[config.mk]
export PLATFORM = sky130hd
export DESIGN_NAME = burst_preamble_ctrl
export DESIGN_NICKNAME = d
export VERILOG_FILES = /design/src/rtl/bpc_pkg.sv /design/src/rtl/bpc_char_cnt.sv /design/src/rtl/bpc_fsm.sv /design/src/rtl/bpc_word_gen.sv /design/src/rtl/burst_preamble_ctrl.sv
export SDC_FILE = /design/constraint.sdc
export NUM_CORES = 1
export LEC_CHECK = 0
export BUFFER_PORTS_ARGS = -buffer_cell sky130_fd_sc_hd__buf_2
export CAP_MARGIN = 40
export CORE_AREA = 2 2 100 54
export DETAILED_ROUTE_END_ITERATION = 7
export DIE_AREA = 0 0 102 56
export GPL_TIMING_DRIVEN = 0
export PLACE_DENSITY_LB_ADDON = 0.2
export SYNTH_ARGS = -nofsm -noshare
export SYNTH_HDL_FRONTEND = slang
export SYNTH_SLANG_ARGS = --single-unit
[constraint.sdc]
create_clock -name clk_i -period 1.6 [get_ports clk_i]
set_input_delay 0.32 -clock clk_i [delete_from_list [all_inputs] [get_ports clk_i]]
set_output_delay 0.32 -clock clk_i [all_outputs]
set_load 0.05 [all_outputs]
[src/rtl/bpc_pkg.sv]
package bpc_pkg;
  typedef enum logic [1:0] {
    PH_CDR   = 2'd0,
    PH_FRAME = 2'd1,
    PH_DATA  = 2'd2
  } phase_e;
endpackage

[src/rtl/bpc_char_cnt.sv]
module bpc_char_cnt #(
  parameter int CHARS = 4
) (
  input  logic clk_i,
  input  logic rst_ni,
  input  logic adv_i,
  output logic last_o
);
  localparam int CW = (CHARS > 1) ? $clog2(CHARS) : 1;
  localparam logic [CW-1:0] LAST = CW'(CHARS - 1);

  logic [CW-1:0] cnt_q;

  assign last_o = adv_i && (cnt_q == LAST);

  always_ff @(posedge clk_i or negedge rst_ni) begin
    if (!rst_ni)      cnt_q <= '0;
    else if (last_o)  cnt_q <= '0;
    else if (adv_i)   cnt_q <= cnt_q + 1'b1;
  end
endmodule

[src/rtl/bpc_fsm.sv]
module bpc_fsm
  import bpc_pkg::*;
#(
  parameter int SYNC_WORDS  = 4,
  parameter int DELIM_WORDS = 1
) (
  input  logic   clk_i,
  input  logic   rst_ni,
  input  logic   pending_i,
  input  logic   word_done_i,
  output phase_e phase_o,
  output logic   laser_on_o,
  output logic   path_rst_o
);
  localparam int SCW = (SYNC_WORDS > 1) ? $clog2(SYNC_WORDS) : 1;
  localparam int DCW = (DELIM_WORDS > 1) ? $clog2(DELIM_WORDS) : 1;
  localparam logic [SCW-1:0] SYNC_LAST  = SCW'(SYNC_WORDS - 1);
  localparam logic [DCW-1:0] DELIM_LAST = DCW'(DELIM_WORDS - 1);

  phase_e         phase_q, phase_d;
  logic [SCW-1:0] sync_q, sync_d;
  logic [DCW-1:0] delim_q, delim_d;
  logic           armed_q, armed_d;
  logic           laser_d, prst_d;

  always_comb begin
    phase_d = phase_q;
    sync_d  = sync_q;
    delim_d = delim_q;
    armed_d = armed_q;
    laser_d = 1'b0;
    prst_d  = 1'b0;
    unique case (phase_q)
      PH_CDR: begin
        if (pending_i && armed_q) begin
          laser_d = 1'b1;
          armed_d = 1'b0;
        end
        if (!pending_i) begin
          sync_d = '0;
        end else if (word_done_i) begin
          if (sync_q == SYNC_LAST) begin
            phase_d = PH_FRAME;
            sync_d  = '0;
          end else begin
            sync_d = sync_q + 1'b1;
          end
        end
      end
      PH_FRAME: begin
        // pending is ignored until the delimiter is complete
        if (word_done_i) begin
          if (delim_q == DELIM_LAST) begin
            phase_d = PH_DATA;
            prst_d  = 1'b1;
            delim_d = '0;
          end else begin
            delim_d = delim_q + 1'b1;
          end
        end
      end
      PH_DATA: begin
        if (!pending_i) begin
          phase_d = PH_CDR;
          armed_d = 1'b1;
          sync_d  = '0;
        end
      end
      default: phase_d = PH_CDR;
    endcase
  end

  always_ff @(posedge clk_i or negedge rst_ni) begin
    if (!rst_ni) begin
      phase_q    <= PH_CDR;
      sync_q     <= '0;
      delim_q    <= '0;
      armed_q    <= 1'b1;
      laser_on_o <= 1'b0;
      path_rst_o <= 1'b0;
    end else begin
      phase_q    <= phase_d;
      sync_q     <= sync_d;
      delim_q    <= delim_d;
      armed_q    <= armed_d;
      laser_on_o <= laser_d;
      path_rst_o <= prst_d;
    end
  end

  assign phase_o = phase_q;
endmodule

[src/rtl/bpc_word_gen.sv]
module bpc_word_gen
  import bpc_pkg::*;
#(
  parameter int                WORD_W        = 66,
  parameter logic [WORD_W-1:0] DELIM_PATTERN = '0
) (
  input  logic              clk_i,
  input  logic              rst_ni,
  input  logic              word_done_i,
  input  phase_e            phase_i,
  output logic              word_valid_o,
  output logic [WORD_W-1:0] word_o
);
  logic [WORD_W-1:0] sync_w;

  for (genvar gi = 0; gi < WORD_W; gi++) begin : g_sync
    assign sync_w[gi] = (gi % 2) == 1;
  end

  always_ff @(posedge clk_i or negedge rst_ni) begin
    if (!rst_ni) begin
      word_valid_o <= 1'b0;
      word_o       <= '0;
    end else begin
      word_valid_o <= word_done_i;
      if (word_done_i) word_o <= (phase_i == PH_CDR) ? sync_w : DELIM_PATTERN;
    end
  end
endmodule

[src/rtl/burst_preamble_ctrl.sv]
module burst_preamble_ctrl
  import bpc_pkg::*;
#(
  parameter int                CHAR_W         = 8,
  parameter int                WORD_W         = 66,
  parameter int                CHARS_PER_WORD = 4,
  parameter int                SYNC_WORDS     = 4,
  parameter int                DELIM_WORDS    = 1,
  parameter logic [WORD_W-1:0] DELIM_PATTERN  = 66'h2_B5E3_0F4C_9A27_D861
) (
  input  logic              clk_i,
  input  logic              rst_ni,
  input  logic              char_valid_i,
  input  logic [CHAR_W-1:0] char_i,
  input  logic              char_ctrl_i,
  input  logic              pending_i,
  output logic              laser_on_o,
  output logic              path_rst_o,
  output logic              word_valid_o,
  output logic [WORD_W-1:0] word_o,
  output logic              data_valid_o,
  output logic [CHAR_W:0]   data_o,
  output logic [1:0]        phase_o
);
  phase_e phase;
  logic   adv, word_done;

  assign adv = char_valid_i && (phase != PH_DATA);

  bpc_char_cnt #(.CHARS(CHARS_PER_WORD)) u_cnt (
    .clk_i  (clk_i),
    .rst_ni (rst_ni),
    .adv_i  (adv),
    .last_o (word_done)
  );

  bpc_fsm #(.SYNC_WORDS(SYNC_WORDS), .DELIM_WORDS(DELIM_WORDS)) u_fsm (
    .clk_i       (clk_i),
    .rst_ni      (rst_ni),
    .pending_i   (pending_i),
    .word_done_i (word_done),
    .phase_o     (phase),
    .laser_on_o  (laser_on_o),
    .path_rst_o  (path_rst_o)
  );

  bpc_word_gen #(.WORD_W(WORD_W), .DELIM_PATTERN(DELIM_PATTERN)) u_gen (
    .clk_i        (clk_i),
    .rst_ni       (rst_ni),
    .word_done_i  (word_done),
    .phase_i      (phase),
    .word_valid_o (word_valid_o),
    .word_o       (word_o)
  );

  always_ff @(posedge clk_i or negedge rst_ni) begin
    if (!rst_ni) begin
      data_valid_o <= 1'b0;
      data_o       <= '0;
    end else begin
      data_valid_o <= char_valid_i && (phase == PH_DATA);
      if (char_valid_i && (phase == PH_DATA)) data_o <= {char_ctrl_i, char_i};
    end
  end

  assign phase_o = phase;
endmodule

-- After elaboration in Yosys (flattened, before gate mapping)
Cells that the tools add are included.
- flip-flop bits (word level): 87
- input port bits: 13
- output and inout port bits: 81
- word-level logic and storage cells: 61
- add/subtract/negate cells: 3
- eq/ne operators: 13
- multiplexer cells: 23
- reduce and logical (&&, ||, !) cells: 11
- operators by type and width (kind ; count):
    $mux 61 ; 1
    $mux 2 ; 11
    $mux 1 ; 8
    $ne 2x1->1 const B ; 4
    $ne 2x2->1 const B ; 4
    $eq 2x2->1 const B ; 3
    $pmux 2 s3 ; 1
    $reduce_and 3->1 ; 2
    $reduce_and 6->1 ; 1
    $add 2x1->2 const B ; 2
    $logic_and 1x1->1 ; 4
    $pmux 2 s2 ; 1
    $reduce_bool 2->1 ; 2
    $ne 3x2->1 const B ; 1
    $eq 2x1->1 const B ; 1
    $logic_not 2->1 ; 1
    $pmux 1 s2 ; 1
    $reduce_and 2->1 ; 1
    $add 1x1->1 const B ; 1

-- Depth between registers and ports, before layout
- depth after elaboration: 6
- gate-level depth with buffers: 4
- mapped depth without buffers: 4

-- Modules after synthesis
Synthesis repeated with hierarchy kept, for this count alone.
- cells, all modules: 130
- area, all modules: 1451.4 um^2
- modules (own cells, without submodules) (module ; times used ; cells an instance ; area each (um^2) ; seq. area each (um^2)):
    bpc_word_gen ; 1 ; 73 ; 610.6 ; 100.1
    burst_preamble_ctrl ; 1 ; 24 ; 431.7 ; 250.2
    bpc_fsm ; 1 ; 26 ; 312.8 ; 176.4
    bpc_char_cnt ; 1 ; 7 ; 96.3 ; 50.0

-- Worst setup path before layout
Ideal clock, no wire load.
- kind: register to register
- start: reg u_fsm.phase_q[0] (netlist: u_fsm.phase_o[0])
- end: reg data_o[0]
- library setup time: 125 ps
- arrival time: 1414 ps
- data required time: 1475 ps
- setup slack: 61 ps
- cell stages (with the launch flop): 4
- path buffers: 0
- clock period less this slack: 1539 ps
- cells stage by stage: dfrtp_1 -> and2b_4 -> nand2_2 -> mux2_2
- longest elaborated chain between the ends: 2
- RTL lines (element ; RTL line ; RTL):
    start, declared ; bpc_fsm.sv:20 ; phase_e phase_q, phase_d;
    start signal, assigned ; bpc_fsm.sv:82 ; phase_q <= phase_d;
    $eq 2x2->1 ; burst_preamble_ctrl.sv:62 ; if (char_valid_i && (phase == PH_DATA)) data_o <= {char_ctrl_i, char_i};
    $logic_and 1x1->1 ; burst_preamble_ctrl.sv:62 ;
    end signal, assigned ; burst_preamble_ctrl.sv:62 ;
    end, declared ; burst_preamble_ctrl.sv:22 ; output logic [CHAR_W:0] data_o,
Every way passes these cells.
A chain may end at the register's enable or synchronous reset.

==> run summary <==
clock sinks = 23
Main synth FF type = dfrtp_1
slew margin rel. = 64.8%
Nets = 246
RSZ-0062 raised after global routing = no
Mean Syn Cell Area = 10.5 µm²
drt wl/cell = 9.64 µm
Die Span X = 102 µm
core footprint = 4770 µm²
Die Y = 56 µm
pin count of the biggest net entering global routing = 24
Post-DP HPWL = 2260 µm
outcome = finished clean
final number of max-transition violations = 0
fraction of registers with async set/reset = 100%
Crit Path Class = reg2out
Worst EP arrival = 1200 ps
vias in the first global route = 850
share of layout cells above drive strength 1 = 70.9%
setup violators final = 0
Non-Filler Instances = 300
Seq cells post-synth = 23
worst r2r dst = u_fsm.phase_o[0]$_DFFE_PN0P_
DRT iter0 DRCs = 33
P_leak = 0.00114 µW
buffers added on ports = 76
standard-cell rows = 18
vias per cell = 3.38
First-pass DRT Iterations = 4
Final ANT Viol Nets = 0
post-synth cell types = 27
WP data required = 1280 ps
Reg2Reg Setup Slack = 210 ps
DRC violations left = 0
CTS root buffer = clkbuf_8
Max clock buf depth = 2
final setup TNS = 0 ps
Critical R2R Launch = u_cnt.cnt_q[0]$_DFFE_PN0P_
Syn. warnings = 0
Final Skew = 6.07 ps
clock slew at reported path FFs = 80 ps
Tightest Pin Transition = 528 ps
# Max-Cap Violations = 0
delay-heaviest family, CP = flip-flops
Final Wtd Congestion = 0.693
Seq/Total Area, Yosys = 41.7%
insertion delay to the later sink of the worst-skew pair = 260 ps
critical path cell sequence = buf_4, buf_2
CTS H-tree lvls = 1
minimum clock period = 1520 ps
Critical Path Slowest Stage Cell = dfrtp_2
GRT Overall Usage = 9.85%
max incr delay on CP = 520 ps
CTS tree = built
CP startpoint kind = flip-flop
Post-synth EDFFs = 0
cell count after synthesis = 132
# fillers = 492
Starting Density = 29.0%
Inserted Clock Buffers = 3
Tightest Hold Check Type = in2async
Mapped Area = 1380 µm²
crit path max fanout = 17
Power Density = 2070 nW/µm²
diode count = 0
Worst VDD drop = 1.23 mV
via count = 1014
first-pass GRT wire length = 4440 µm
Buf+Inv Stages, Crit Path = 2
initial antenna violation count = 0
Die Area = 5710 µm²
Syn-to-layout area delta = 43.4%
CTS Hold Bufs = 0
placed insts = 294
Top Ports = 94
Overflow after GRT = 0
element type at the critical path end = output port
Hold Vio Cnt, Final = 0
fmax = 660 MHz
final period utilization = 94.8%
drt total wl = 2890 µm
Worst R2R Path Depth = 4
## registers in the layout, summed over array words and instances, names as in the netlist
signal / cells
u_cnt.cnt_q: 2
u_gen.word_o: 3
u_fsm.armed_q: 1
u_fsm.sync_q: 2
u_fsm.path_rst_o: 1
u_gen.word_valid_o: 1
u_fsm.laser_on_o: 1
data_valid_o: 1
data_o: 9
u_fsm.phase_o: 2
## cells in the mapped netlist, drive strengths merged (2+ instances only)
library cell / instances / area [µm²]
dfrtp: 22 / 551
o21ai: 4 / 20.0
buf: 63 / 473
mux2: 11 / 124
nand2: 7 / 28.8
ha: 2 / 25.0
nor2: 4 / 15.0
## through the flow
| step | setup slack [ps] | util, % | power (µW) | hold slack [ps] | area [µm²] |
|---|---|---|---|---|---|
| final | 83.8 | 41.6 | 4110 | 23.8 | 1980 |
| after global routing | 0.810 | 41.6 | 4290 | 62.3 | 1980 |
| after CTS | 39.4 | 41.1 | 4120 | 42.0 | 1960 |
| after detailed placement | 186 | 40.0 | 3750 | 339 | 1910 |
| after global placement | 200 | 40.0 | 3760 | 333 | 1910 |
| after floorplan | 61.0 | - | 3250 | 24.4 | 1440 |
## metal layers
metal	vias to the layer above	track usage, %	wire (µm)
li1	546	-	-
met5	-	0	0
met4	0	1.14	0
met2	30	12.0	1180
met3	0	4.02	189
met1	438	15.9	1520
## how the worst max path moves through the flow
stage               slack, ps  cells past startpoint                     to                    startpoint
global route              0.8                      2              word_o[3]  u_gen.word_o[59]$_DFFE_PN0P_
detailed placement        190                      2             word_o[21]  u_gen.word_o[63]$_DFFE_PN0P_
floorplan                  60                      3  data_o[0]$_DFFE_PN0P_  u_fsm.phase_o[0]$_DFFE_PN0P_
finish                     80                      2              word_o[9]  u_gen.word_o[59]$_DFFE_PN0P_
CTS                        40                      2             word_o[21]  u_gen.word_o[63]$_DFFE_PN0P_
global placement          200                      2             word_o[11]  u_gen.word_o[63]$_DFFE_PN0P_
## worst reg2reg max path, delay by kind of cell (launching register included)
kind,cells,cell delay [ps]
adder cells (fa/ha/maj),1,200
flip-flops,1,380
AND/OR/NAND/NOR,2,610
AO/OA/AOI/OAI,1,130
## cell families after synthesis
family          count (synthesis)  synth area share (%)
simple gates                   21                  8.14
fa+ha+maj                       2                  1.81
compound gates                  9                  4.43
mux                            11                  8.95
other cells                     1                 0.271
flops                          23                  41.7
buf+inv                        65                  34.7
## layout by cell type, fill, tap and decap left out, types with 2 or more instances in the layout
| cell | count |
|---|---|
| buf_2 | 73 |
| buf_4 | 67 |
| clkbuf_8 | 3 |
| conb_1 | 17 |
| dfrtp_1 | 19 |
| dfrtp_2 | 3 |
| ha_1 | 2 |
| mux2_2 | 11 |
| nand2_1 | 6 |
| nor2_1 | 4 |
| o21ai_0 | 4 |
## area by class of cell
cell class / instances / area, µm² / area share [%]
flip-flops and latches: 23 / 581 / 29.3
plain buffers: 64 / 477 / 24.0
multi-input cells: 60 / 387 / 19.5
inverters: 1 / 3.75 / 0.189
clock buffers: 3 / 41.3 / 2.08
well taps: 70 / 87.6 / 4.41
clock inverters: 1 / 5.00 / 0.252
repair buffers: 78 / 403 / 20.3
## power breakdown
part	total, µW	switching, µW	leakage, µW	internal [µW]
Combinational	2970	2060	0.000818	908
Clock	353	179	0.0000255	174
Sequential	792	135	0.000301	657
Total	4110	2370	0.00114	1740
## what timing repair did
action / in CTS / in global routing
buffers inserted: 0 / 2
endpoints found under the setup margin: 47 / 19
resized for setup: 3 / 3
Note: power is estimated with default switching activity, not from simulation.
